`src/rtl/cfs_pkg.sv`:
```
package cfs_pkg;

  localparam logic [7:0] OP_FIFO_CLEAR  = 8'h8F;
  localparam logic [7:0] OP_SEND_RAW    = 8'h90;
  localparam logic [7:0] OP_SEND_CRC    = 8'h91;
  localparam logic [7:0] OP_LEN_BURST   = 8'h3D;
  localparam logic [7:0] NVB_FULL_SEL   = 8'h70;
  localparam int         HDR_BYTES      = 5;

  // Payload bytes implied by a valid-bits byte: whole bytes plus one partial.
  function automatic logic [4:0] nvb_payload(input logic [7:0] nvb);
    return {1'b0, nvb[7:4]} + {4'b0000, |nvb[2:0]};
  endfunction

  // Second length byte for a frame: byte nibble plus partial-bit code and flag.
  function automatic logic [7:0] nvb_len_lo(input logic [7:0] nvb);
    logic [7:0] v;
    v = {nvb[7:4], 4'h0};
    if (nvb[2:0] != 3'b000)
      v = v | (({5'b00000, nvb[2:0]} << 1) + 8'd1);
    return v;
  endfunction

  // Byte count split: upper and middle nibble, then low nibble moved up.
  function automatic logic [7:0] count_hi(input logic [11:0] n);
    return n[11:4];
  endfunction

  function automatic logic [7:0] count_lo(input logic [11:0] n);
    return {n[3:0], 4'h0};
  endfunction

endpackage

```
`src/rtl/cfs_build.sv`:
```
module cfs_build
  import cfs_pkg::*;
#(
  parameter int FIFO_DEPTH = 12,
  localparam int UID_MAX   = FIFO_DEPTH - 2,
  localparam int FRAME_MAX = HDR_BYTES + FIFO_DEPTH,
  localparam int CW        = $clog2(FRAME_MAX + 1)
) (
  input  logic                   req_frame,
  input  logic                   req_crc,
  input  logic [7:0]             req_cmd,
  input  logic [7:0]             req_sel,
  input  logic [7:0]             req_nvb,
  input  logic [8*UID_MAX-1:0]   req_uid,
  output logic [8*FRAME_MAX-1:0] frame_flat,
  output logic [CW-1:0]          frame_len,
  output logic                   frame_bad
);

  logic [7:0] tx_b, len_hi_b, len_lo_b;
  logic [4:0] pay_n;

  always_comb begin
    if (req_frame) begin
      tx_b     = (req_nvb == NVB_FULL_SEL) ? OP_SEND_CRC : OP_SEND_RAW;
      len_hi_b = 8'h00;
      len_lo_b = nvb_len_lo(req_nvb);
      pay_n    = nvb_payload(req_nvb);
    end else begin
      tx_b     = req_crc ? OP_SEND_CRC : OP_SEND_RAW;
      len_hi_b = count_hi(12'd1);
      len_lo_b = count_lo(12'd1);
      pay_n    = 5'd1;
    end
  end

  assign frame_bad = req_frame &&
                     ((req_nvb[7:4] < 4'd2) || (int'(pay_n) > FIFO_DEPTH));
  assign frame_len = CW'(pay_n) + CW'(HDR_BYTES);

  assign frame_flat[8*HDR_BYTES-1:0] =
    {len_lo_b, len_hi_b, OP_LEN_BURST, tx_b, OP_FIFO_CLEAR};

  for (genvar j = 0; j < FIFO_DEPTH; j++) begin : g_slot
    if (j == 0) begin : g_first
      assign frame_flat[8*(HDR_BYTES+j) +: 8] = req_frame ? req_sel : req_cmd;
    end else if (j == 1) begin : g_nvb
      assign frame_flat[8*(HDR_BYTES+j) +: 8] = req_frame ? req_nvb : 8'h00;
    end else begin : g_uid
      assign frame_flat[8*(HDR_BYTES+j) +: 8] =
        req_frame ? req_uid[8*(j-2) +: 8] : 8'h00;
    end
  end

endmodule

```
`src/rtl/cfs_stream.sv`:
```
module cfs_stream #(
  parameter int FRAME_MAX = 17,
  localparam int CW       = $clog2(FRAME_MAX + 1)
) (
  input  logic                   clk,
  input  logic                   rst_n,
  input  logic                   load,
  input  logic [8*FRAME_MAX-1:0] frame_in,
  input  logic [CW-1:0]          len_in,
  input  logic                   out_ready,
  output logic                   busy,
  output logic                   out_valid,
  output logic [7:0]             out_byte,
  output logic                   out_last,
  output logic                   drain_ev
);

  logic [8*FRAME_MAX-1:0] sh_q;
  logic [CW-1:0]          left_q;
  logic                   pop_ev;

  assign out_valid = (left_q != '0);
  assign busy      = out_valid;
  assign out_byte  = sh_q[7:0];
  assign out_last  = (left_q == CW'(1));
  assign pop_ev    = out_valid && out_ready;
  assign drain_ev  = pop_ev && out_last;

  always_ff @(posedge clk) begin
    if (!rst_n) begin
      sh_q   <= '0;
      left_q <= '0;
    end else if (load) begin
      sh_q   <= frame_in;
      left_q <= len_in;
    end else if (pop_ev) begin
      sh_q   <= sh_q >> 8;
      left_q <= left_q - CW'(1);
    end
  end


  hold_on_stall_chk: assert property (@(posedge clk) disable iff (!rst_n)
    (out_valid && !out_ready) |=> (out_valid && $stable(out_byte) && $stable(out_last)));


  idle_after_last_chk: assert property (@(posedge clk) disable iff (!rst_n)
    drain_ev |=> !out_valid);

endmodule

```
`src/rtl/cmd_frame_ser.sv`:
```
module cmd_frame_ser
  import cfs_pkg::*;
#(
  parameter int FIFO_DEPTH = 12,
  localparam int UID_MAX   = FIFO_DEPTH - 2,
  localparam int FRAME_MAX = HDR_BYTES + FIFO_DEPTH,
  localparam int CW        = $clog2(FRAME_MAX + 1)
) (
  input  logic                 clk,
  input  logic                 rst_n,
  input  logic                 req_valid,
  output logic                 req_ready,
  input  logic                 req_frame,
  input  logic                 req_crc,
  input  logic [7:0]           req_cmd,
  input  logic [7:0]           req_sel,
  input  logic [7:0]           req_nvb,
  input  logic [8*UID_MAX-1:0] req_uid,
  output logic                 out_valid,
  input  logic                 out_ready,
  output logic [7:0]           out_byte,
  output logic                 out_last,
  output logic                 req_err
);

  logic [8*FRAME_MAX-1:0] frame_flat;
  logic [CW-1:0]          frame_len;
  logic                   frame_bad;
  logic                   busy;
  logic                   accept_ev, start_ev, reject_ev, drain_ev;
  logic                   err_q;

  cfs_build #(.FIFO_DEPTH(FIFO_DEPTH)) u_build (
    .req_frame  (req_frame),
    .req_crc    (req_crc),
    .req_cmd    (req_cmd),
    .req_sel    (req_sel),
    .req_nvb    (req_nvb),
    .req_uid    (req_uid),
    .frame_flat (frame_flat),
    .frame_len  (frame_len),
    .frame_bad  (frame_bad)
  );

  assign req_ready = !busy;
  assign accept_ev = req_valid && req_ready;
  assign start_ev  = accept_ev && !frame_bad;
  assign reject_ev = accept_ev && frame_bad;

  cfs_stream #(.FRAME_MAX(FRAME_MAX)) u_stream (
    .clk       (clk),
    .rst_n     (rst_n),
    .load      (start_ev),
    .frame_in  (frame_flat),
    .len_in    (frame_len),
    .out_ready (out_ready),
    .busy      (busy),
    .out_valid (out_valid),
    .out_byte  (out_byte),
    .out_last  (out_last),
    .drain_ev  (drain_ev)
  );

  always_ff @(posedge clk) begin
    if (!rst_n) err_q <= 1'b0;
    else        err_q <= reject_ev;
  end
  assign req_err = err_q;


  first_byte_chk: assert property (@(posedge clk) disable iff (!rst_n)
    start_ev |=> (out_valid && out_byte == OP_FIFO_CLEAR));


  busy_no_ready_chk: assert property (@(posedge clk) disable iff (!rst_n)
    out_valid |-> !req_ready);


  reject_silent_chk: assert property (@(posedge clk) disable iff (!rst_n)
    reject_ev |=> (req_err && !out_valid));


  ready_after_drain_chk: assert property (@(posedge clk) disable iff (!rst_n)
    drain_ev |=> req_ready);

endmodule

```
`config.mk`:
```
export PLATFORM = sky130hd
export DESIGN_NAME = cmd_frame_ser
export DESIGN_NICKNAME = d
export VERILOG_FILES = /design/src/rtl/cfs_pkg.sv /design/src/rtl/cfs_build.sv /design/src/rtl/cfs_stream.sv /design/src/rtl/cmd_frame_ser.sv
export SDC_FILE = /design/constraint.sdc
export NUM_CORES = 1
export LEC_CHECK = 0
export BUFFER_PORTS_ARGS = -buffer_cell sky130_fd_sc_hd__clkbuf_2
export CAP_MARGIN = 5
export CORE_UTILIZATION = 55
export DETAILED_ROUTE_END_ITERATION = 10
export PLACE_DENSITY = 0.78
export SYNTH_ARGS = -nofsm -noshare
export SYNTH_HDL_FRONTEND = slang
export SYNTH_SLANG_ARGS = --single-unit
```
`constraint.sdc`:
```
create_clock -name clk -period 3.85 [get_ports clk]
set_input_delay 0.9625 -clock clk [delete_from_list [all_inputs] [get_ports clk]]
set_output_delay 0.9625 -clock clk [all_outputs]
set_load 0.005 [all_outputs]
```
==> results of run 1 <==
## worst min-delay path: stages (launching register included)
cell and delay (ns):
sky130_fd_sc_hd__dfxtp_1 0.31, sky130_fd_sc_hd__nand2_1 0.05, sky130_fd_sc_hd__a21oi_1 0.05
## final timing paths
check,end,depth (start not counted),startpoint,slack [ns]
setup / recovery,u_stream.sh_q[129]$_SDFFE_PN0P_,11,req_nvb[1],0.47
hold reg to reg,u_stream.sh_q[26]$_SDFFE_PP0P_,2,u_stream.sh_q[34]$_SDFFE_PN0P_,0.45
setup reg to reg,u_stream.sh_q[129]$_SDFFE_PN0P_,9,u_stream.left_q[0]$_SDFFE_PN0P_,1.13
hold / removal,u_stream.sh_q[26]$_SDFFE_PP0P_,2,u_stream.sh_q[34]$_SDFFE_PN0P_,0.45
## logic make-up after synthesis
logic type               count (synthesis)  share of synthesized area (%)
AO/OA/AOI/OAI                          166                           16.1
XOR/XNOR                                 5                          0.695
adder cells (fa/ha/maj)                  6                           1.19
buffers and inverters                   74                           7.70
flip-flops                             142                           45.1
multiplexers                            76                           12.1
AND/OR/NAND/NOR                        249                           17.1
## final cells by class
type	count	area [um2]
well taps	140	175
clock buffers	20	457
repair buffers	130	748
clock inverters	12	185
multi-input cells	502	2980
flip-flops and latches	142	2840
fillers	848	3560
inverters	7	31.3
## layout by cell type, fill, tap and decap left out, types with 3 or more instances in the layout
| cell type | count |
|---|---|
| sky130_fd_sc_hd__nand2_1 | 183 |
| sky130_fd_sc_hd__dfxtp_1 | 142 |
| sky130_fd_sc_hd__clkbuf_2 | 121 |
| sky130_fd_sc_hd__mux2i_1 | 76 |
| sky130_fd_sc_hd__o21ai_1 | 42 |
| sky130_fd_sc_hd__o21ai_0 | 34 |
| sky130_fd_sc_hd__a21oi_1 | 29 |
| sky130_fd_sc_hd__nand3_1 | 27 |
| sky130_fd_sc_hd__clkbuf_16 | 17 |
| sky130_fd_sc_hd__and3_1 | 13 |
| sky130_fd_sc_hd__a31oi_1 | 13 |
| sky130_fd_sc_hd__a21boi_1 | 10 |
| sky130_fd_sc_hd__a211oi_1 | 9 |
| sky130_fd_sc_hd__a311oi_1 | 9 |
| sky130_fd_sc_hd__nor2b_1 | 8 |
| sky130_fd_sc_hd__inv_1 | 6 |
| sky130_fd_sc_hd__o21a_1 | 6 |
| sky130_fd_sc_hd__ha_1 | 6 |
| sky130_fd_sc_hd__buf_12 | 6 |
| sky130_fd_sc_hd__clkinv_4 | 4 |
| sky130_fd_sc_hd__bufinv_16 | 4 |
| sky130_fd_sc_hd__clkinvlp_4 | 4 |
| sky130_fd_sc_hd__nor2_1 | 3 |
| sky130_fd_sc_hd__xnor2_1 | 3 |
| sky130_fd_sc_hd__buf_4 | 3 |
## sequential cells by signal, summed over array words and instances, names as in the netlist
register and count:
u_stream.sh_q 136, u_stream.left_q 5, req_err 1
## power breakdown
group	total (mW)	leakage [nW]	internal, mW	switching (mW)
registers	1.86	1.15	1.72	0.147
clock network	1.75	0.299	1.12	0.629
logic	1.50	1.51	0.608	0.895
## layer usage
metal,vias up,GRT usage (%)
met3,23,5.02
met1,2567,36.0
met5,-,0
li1,2646,-
met2,174,43.3
met4,0,12.2
==> run_summary.xml, run 1 <==
<?xml version="1.0" encoding="UTF-8"?>
<metrics>
  <group name="run_status">
    <metric name="status" unit="">completed</metric>
  </group>
  <group name="global_routing">
    <metric name="grtUsageTotal" unit="%">27.2</metric>
    <metric name="grt_overflow_total" unit="">0</metric>
    <metric name="grt_max_degree" unit="">95</metric>
    <metric name="grt_antenna_before_repair" unit="">0</metric>
    <metric name="first_global_vias" unit="">5148</metric>
    <metric name="grt_first_pass_wirelength" unit="mm">24.8</metric>
  </group>
  <group name="logic_synthesis">
    <metric name="synth_edf_count" unit="">0</metric>
    <metric name="syn_avg_cell_area" unit="um2">8.78</metric>
    <metric name="post_synth_main_area_contributors" unit="">sky130_fd_sc_hd__dfxtp_1, sky130_fd_sc_hd__mux2i_1, sky130_fd_sc_hd__nand2_1</metric>
    <metric name="synth_most_common_cell" unit="">sky130_fd_sc_hd__nand2_1</metric>
    <metric name="mappedNetlistNets" unit="">834</metric>
    <metric name="ys_top_cells_by_count" unit="">sky130_fd_sc_hd__nand2_1, sky130_fd_sc_hd__dfxtp_1, sky130_fd_sc_hd__mux2i_1, sky130_fd_sc_hd__o21ai_1, sky130_fd_sc_hd__o21ai_0</metric>
    <metric name="yosysTopAreaCellShare" unit="%">45.1</metric>
    <metric name="yosys_register_bits" unit="">142</metric>
    <metric name="synthDistinctLibCells" unit="">49</metric>
    <metric name="part_of_the_yosys_area_used_for_sequential_elements" unit="%">45.1</metric>
    <metric name="synth_area_leader_cell" unit="">sky130_fd_sc_hd__dfxtp_1</metric>
    <metric name="yosysWarnings" unit="">0</metric>
    <metric name="post_synth_inst_count" unit="">718</metric>
    <metric name="synth.cell_area" unit="um2">6300</metric>
    <metric name="synth-async-reset-ratio" unit="%">0</metric>
    <metric name="synthFlopType" unit="">sky130_fd_sc_hd__dfxtp_1</metric>
  </group>
  <group name="setup_path">
    <metric name="critPathArrivalTime" unit="ns">3.72</metric>
    <metric name="crit_path_cell_trace" unit="">clkbuf_2, or3_1, ha_1, ha_1, nand2_1, ha_1, nand3b_1, o21ba_1, buf_4, nand3_1, a21boi_1</metric>
    <metric name="worstPathBufferInverterCount" unit="">2</metric>
    <metric name="worstPathRequired" unit="ns">4.18</metric>
    <metric name="critical_path.most_common_cell" unit="">sky130_fd_sc_hd__ha_1</metric>
    <metric name="critical_path.endpoint_type" unit="">register</metric>
    <metric name="worstPathMaxFanout" unit="">20</metric>
    <metric name="cp_slowest_cell" unit="">sky130_fd_sc_hd__o21ba_1</metric>
    <metric name="cell_class_contributing_the_biggest_share_of_worst_path_delay" unit="">simple AND/OR/NAND/NOR gates</metric>
    <metric name="critical_path.max_stage_delay" unit="ns">0.66</metric>
    <metric name="path_class" unit="">input pin to register</metric>
    <metric name="crit_path_start_kind" unit="">input pin</metric>
  </group>
  <group name="timing">
    <metric name="slew_headroom" unit="%">43.9</metric>
    <metric name="setup_viol" unit="">0</metric>
    <metric name="timing.final.crit_period" unit="ns">3.38</metric>
    <metric name="fin_hold_ws" unit="ns">0.453</metric>
    <metric name="setup_ws" unit="ns">0.465</metric>
    <metric name="fin_tns_setup" unit="ns">0</metric>
    <metric name="finClkSkew" unit="ns">0.00587</metric>
    <metric name="final_worst_path_cycle_share" unit="%">87.9</metric>
    <metric name="worst_pin_slew" unit="ns">0.839</metric>
    <metric name="drv_slew" unit="">0</metric>
    <metric name="fmax" unit="GHz">0.295</metric>
    <metric name="hold_viol_final" unit="">0</metric>
    <metric name="grt_setup_unrepaired" unit="">no</metric>
  </group>
  <group name="cts">
    <metric name="number_of_buffers_inserted_during_clock_tree_synthesis" unit="">17</metric>
    <metric name="clk_root_buffer_cell" unit="">sky130_fd_sc_hd__clkbuf_16</metric>
    <metric name="cts_hold_repair.buffers" unit="">0</metric>
    <metric name="clk_transition_reported_paths" unit="ns">0.06</metric>
    <metric name="clock_insertion_delay_worst_skew" unit="ns">0.41</metric>
    <metric name="postCtsSetupRepairBufs" unit="">0</metric>
    <metric name="cts_resized" unit="">0</metric>
    <metric name="clock_tree.htree_level_count" unit="">4</metric>
    <metric name="clock_sinks" unit="">142</metric>
    <metric name="cts_tree" unit="">yes</metric>
    <metric name="cts-root-to-sink-buffers" unit="">2</metric>
  </group>
  <group name="drt">
    <metric name="routed_wire_length_per_instance" unit="um">15.9</metric>
    <metric name="routedLengthMet1" unit="mm">6.70</metric>
    <metric name="drt_first_iter_violations" unit="">354</metric>
    <metric name="dr.max_layer_used" unit="">met4</metric>
    <metric name="finalWirelength" unit="mm">15.2</metric>
    <metric name="routed-wl-met3" unit="um">763</metric>
    <metric name="detail_route.first_pass.iterations" unit="">5</metric>
    <metric name="met2_wire_length" unit="mm">7.44</metric>
    <metric name="via_count" unit="">5410</metric>
    <metric name="drc_errors_left" unit="">0</metric>
    <metric name="post_drt_via_cell_ratio" unit="">5.68</metric>
    <metric name="drt.antenna.violating_nets" unit="">0</metric>
  </group>
  <group name="floorplanning">
    <metric name="fp-row-count" unit="">38</metric>
    <metric name="top_level_ports" unit="">122</metric>
    <metric name="initial_utilization" unit="%">57.4</metric>
    <metric name="die_w" unit="um">109</metric>
    <metric name="core_area" unit="um2">11000</metric>
    <metric name="die_ht" unit="um">109</metric>
    <metric name="dieArea" unit="um2">11900</metric>
  </group>
  <group name="pwr">
    <metric name="post-layout-total-power" unit="mW">5.12</metric>
    <metric name="power_density" unit="nW/um2">690</metric>
    <metric name="ir_drop" unit="V">0.000335</metric>
    <metric name="power.static_leakage" unit="nW">2.97</metric>
  </group>
  <group name="finish">
    <metric name="post_route_cells_drive_above_1_share" unit="%">20.8</metric>
    <metric name="area_delta_synth_final" unit="%">17.7</metric>
    <metric name="stdcell_count" unit="">953</metric>
    <metric name="design.final.nets" unit="">916</metric>
    <metric name="final_cell_area" unit="um2">7420</metric>
    <metric name="n_antenna_cell" unit="">0</metric>
    <metric name="final_core_util" unit="%">67.6</metric>
  </group>
  <group name="place">
    <metric name="dpl.hpwl" unit="mm">9.89</metric>
    <metric name="io_buffer_count" unit="">121</metric>
    <metric name="post-place-cells" unit="">921</metric>
    <metric name="place_ws" unit="ns">0.117</metric>
    <metric name="placement.cell_area" unit="um2">6780</metric>
    <metric name="gpl.final_weighted_congestion" unit="">0.830</metric>
  </group>
  <group name="min_path">
    <metric name="min_path_type" unit="">register to register</metric>
  </group>
  <group name="run">
    <metric name="max-cap-violations" unit="">0</metric>
  </group>
</metrics>
Note: power is estimated with default switching activity, not from simulation.
==> inputs of run 2 (changes only) <==
- PLACE_DENSITY: 0.78 -> 0.79
==> run 2 against run 1 <==
Net effect: register-to-register slack about the same; largest power group unchanged; first-iteration DRC count increased by 6.5%; via count grew 0.70%; highest routed layer unchanged; die area did not move; routed wire length fell by 0.12%; final cell count is 0.31% higher; non-clock buffer count grew 3.
==> run_summary.xml, run 2 (synthesis results as in run 1) <==
<?xml version="1.0" encoding="UTF-8"?>
<metrics>
  <group name="timing">
    <metric name="hold_viol_final" unit="">0</metric>
    <metric name="final_worst_path_cycle_share" unit="%">86.7</metric>
    <metric name="fin_tns_setup" unit="ns">0</metric>
    <metric name="grt_setup_unrepaired" unit="">no</metric>
    <metric name="setup_ws" unit="ns">0.513</metric>
    <metric name="drv_slew" unit="">0</metric>
    <metric name="worst_pin_slew" unit="ns">0.753</metric>
    <metric name="finClkSkew" unit="ns">0.00779</metric>
    <metric name="timing.final.crit_period" unit="ns">3.34</metric>
    <metric name="fmax" unit="GHz">0.300</metric>
    <metric name="setup_viol" unit="">0</metric>
    <metric name="slew_headroom" unit="%">49.8</metric>
  </group>
  <group name="finish">
    <metric name="largest_register" unit="">u_stream.sh_q</metric>
    <metric name="design.final.nets" unit="">919</metric>
    <metric name="mostFrequentLayoutCells" unit="">sky130_fd_sc_hd__nand2_1, sky130_fd_sc_hd__dfxtp_1, sky130_fd_sc_hd__clkbuf_2</metric>
    <metric name="largest_reg_flops" unit="">136</metric>
    <metric name="final_common_cell" unit="">sky130_fd_sc_hd__nand2_1</metric>
    <metric name="area_delta_synth_final" unit="%">17.4</metric>
    <metric name="post_route_cells_drive_above_1_share" unit="%">20.8</metric>
    <metric name="sequential_cell_area" unit="um2">2840</metric>
    <metric name="n_antenna_cell" unit="">0</metric>
    <metric name="multiInputGateArea" unit="um2">2980</metric>
    <metric name="layout.filler_cells" unit="">869</metric>
  </group>
  <group name="pwr">
    <metric name="ir_drop" unit="V">0.000279</metric>
    <metric name="power_density" unit="nW/um2">682</metric>
    <metric name="post-layout-total-power" unit="mW">5.05</metric>
    <metric name="power.static_leakage" unit="nW">2.97</metric>
  </group>
  <group name="floorplanning">
    <metric name="die_w" unit="um">109</metric>
    <metric name="fp-row-count" unit="">38</metric>
    <metric name="initial_utilization" unit="%">57.4</metric>
    <metric name="core_area" unit="um2">11000</metric>
    <metric name="top_level_ports" unit="">122</metric>
    <metric name="dieArea" unit="um2">11900</metric>
    <metric name="die_ht" unit="um">109</metric>
  </group>
  <group name="global_routing">
    <metric name="grt_antenna_before_repair" unit="">0</metric>
    <metric name="grt_max_degree" unit="">95</metric>
    <metric name="first_global_vias" unit="">5403</metric>
    <metric name="grt_overflow_total" unit="">0</metric>
    <metric name="grt_first_pass_wirelength" unit="mm">25.5</metric>
    <metric name="grtUsageTotal" unit="%">27.5</metric>
  </group>
  <group name="cts">
    <metric name="clk_transition_reported_paths" unit="ns">0.06</metric>
    <metric name="clock_sinks" unit="">142</metric>
    <metric name="number_of_buffers_inserted_during_clock_tree_synthesis" unit="">17</metric>
    <metric name="cts_tree" unit="">yes</metric>
    <metric name="clock_insertion_delay_worst_skew" unit="ns">0.41</metric>
    <metric name="cts_hold_repair.buffers" unit="">0</metric>
    <metric name="clock_tree.htree_level_count" unit="">4</metric>
    <metric name="clk_root_buffer_cell" unit="">sky130_fd_sc_hd__clkbuf_16</metric>
    <metric name="postCtsSetupRepairBufs" unit="">0</metric>
    <metric name="cts-root-to-sink-buffers" unit="">2</metric>
    <metric name="cts_resized" unit="">0</metric>
  </group>
  <group name="setup_path">
    <metric name="worstPathMaxFanout" unit="">20</metric>
    <metric name="critPathArrivalTime" unit="ns">3.68</metric>
    <metric name="worstReg2RegEnd" unit="">u_stream.sh_q[131]$_SDFFE_PN0P_</metric>
    <metric name="critPathCapture" unit="">u_stream.sh_q[131]$_SDFFE_PN0P_</metric>
    <metric name="rr_startpoint" unit="">u_stream.left_q[0]$_SDFFE_PN0P_</metric>
    <metric name="path_class" unit="">input pin to register</metric>
    <metric name="rrSetupSlack" unit="ns">1.13</metric>
    <metric name="worstPathRequired" unit="ns">4.19</metric>
    <metric name="crit_start" unit="">req_nvb[1]</metric>
    <metric name="timing.reg2reg.worst_path_depth" unit="">9</metric>
    <metric name="crit_path_start_kind" unit="">input pin</metric>
    <metric name="critical_path.endpoint_type" unit="">register</metric>
  </group>
  <group name="place">
    <metric name="place_ws" unit="ns">0.165</metric>
    <metric name="io_buffer_count" unit="">121</metric>
    <metric name="dpl.hpwl" unit="mm">9.93</metric>
    <metric name="gpl.final_weighted_congestion" unit="">0.895</metric>
  </group>
  <group name="drt">
    <metric name="drt.antenna.violating_nets" unit="">0</metric>
    <metric name="drt_first_iter_violations" unit="">377</metric>
    <metric name="drc_errors_left" unit="">0</metric>
    <metric name="post_drt_via_cell_ratio" unit="">5.70</metric>
    <metric name="via_count" unit="">5448</metric>
    <metric name="finalWirelength" unit="mm">15.1</metric>
    <metric name="detail_route.first_pass.iterations" unit="">5</metric>
    <metric name="routed_wire_length_per_instance" unit="um">15.8</metric>
  </group>
  <group name="min_path">
    <metric name="min-delay-start" unit="">u_stream.sh_q[33]$_SDFFE_PN0P_</metric>
    <metric name="min_path_type" unit="">register to register</metric>
  </group>
  <group name="run">
    <metric name="max-cap-violations" unit="">0</metric>
  </group>
  <group name="run_status">
    <metric name="status" unit="">completed</metric>
  </group>
</metrics>
[run 2: cell count changes in the layout (fill, tap and decap cells not counted), sizes merged]
cell,change
buf,+3
clkbuf,+3
clkinvlp,-3
clkinv,+2
bufinv,-1
inv,-1
[run 2: how the worst min path moves through the flow]
stage                                     endpoint  slack, ns  cells past startpoint
detailed placement   u_stream.sh_q[5]$_SDFFE_PP0P_       0.44                      2
global route         u_stream.sh_q[5]$_SDFFE_PP0P_       0.47                      2
global placement    u_stream.sh_q[31]$_SDFFE_PP0P_       0.44                      2
finish              u_stream.sh_q[25]$_SDFFE_PP0P_       0.45                      2
floorplan           u_stream.sh_q[24]$_SDFFE_PP0P_       0.43                      2
CTS                  u_stream.sh_q[4]$_SDFFE_PP0P_       0.45                      2
[run 2: layout make-up]
cell class / count / area share, %
repair buffers: 133 / 10.2
clock inverters: 9 / 1.81
flip-flops and latches: 142 / 38.4
well taps: 140 / 2.37
inverters: 7 / 0.423
clock buffers: 23 / 6.46
multi-input cells: 502 / 40.3
[run 2: report_power, final]
part,leakage [nW],internal (mW),switching [mW]
clock network,0.297,1.07,0.603
registers,1.15,1.72,0.147
logic,1.52,0.606,0.905
[run 2: routing by layer]
layer  routed length, um  part of all wire, %  global-route usage, %  vias up
li1                    -                    -                      -     2652
met5                   0                    0                      0        -
met3                 800                  5.3                   5.02       47
met2                7550                   50                   46.6      203
met4                 410                  2.7                   12.1        0
met1                6370                   42                   34.1     2546
[run 2: worst max-delay path, stage by stage]
cell and delay, ns:
sky130_fd_sc_hd__clkbuf_2 0.09, sky130_fd_sc_hd__or3_1 0.42, sky130_fd_sc_hd__ha_1 0.23, sky130_fd_sc_hd__ha_1 0.29
sky130_fd_sc_hd__nand2_1 0.09, sky130_fd_sc_hd__ha_1 0.16, sky130_fd_sc_hd__nand3b_1 0.22, sky130_fd_sc_hd__o21ba_1 0.67
sky130_fd_sc_hd__buf_4 0.29, sky130_fd_sc_hd__nand3_1 0.11, sky130_fd_sc_hd__a21boi_1 0.15
[run 2: stage by stage]
stage,utilization [%],hold WS [ns],instance area (um2),instances
3_3_place_gp,61.8,0.436,6790,924
6_report,67.4,0.449,7400,956
3_5_place_dp,61.8,0.442,6790,924
2_1_floorplan,-,0.430,6300,718
4_1_cts,67.4,0.450,7400,956
5_1_grt,67.4,0.468,7400,956
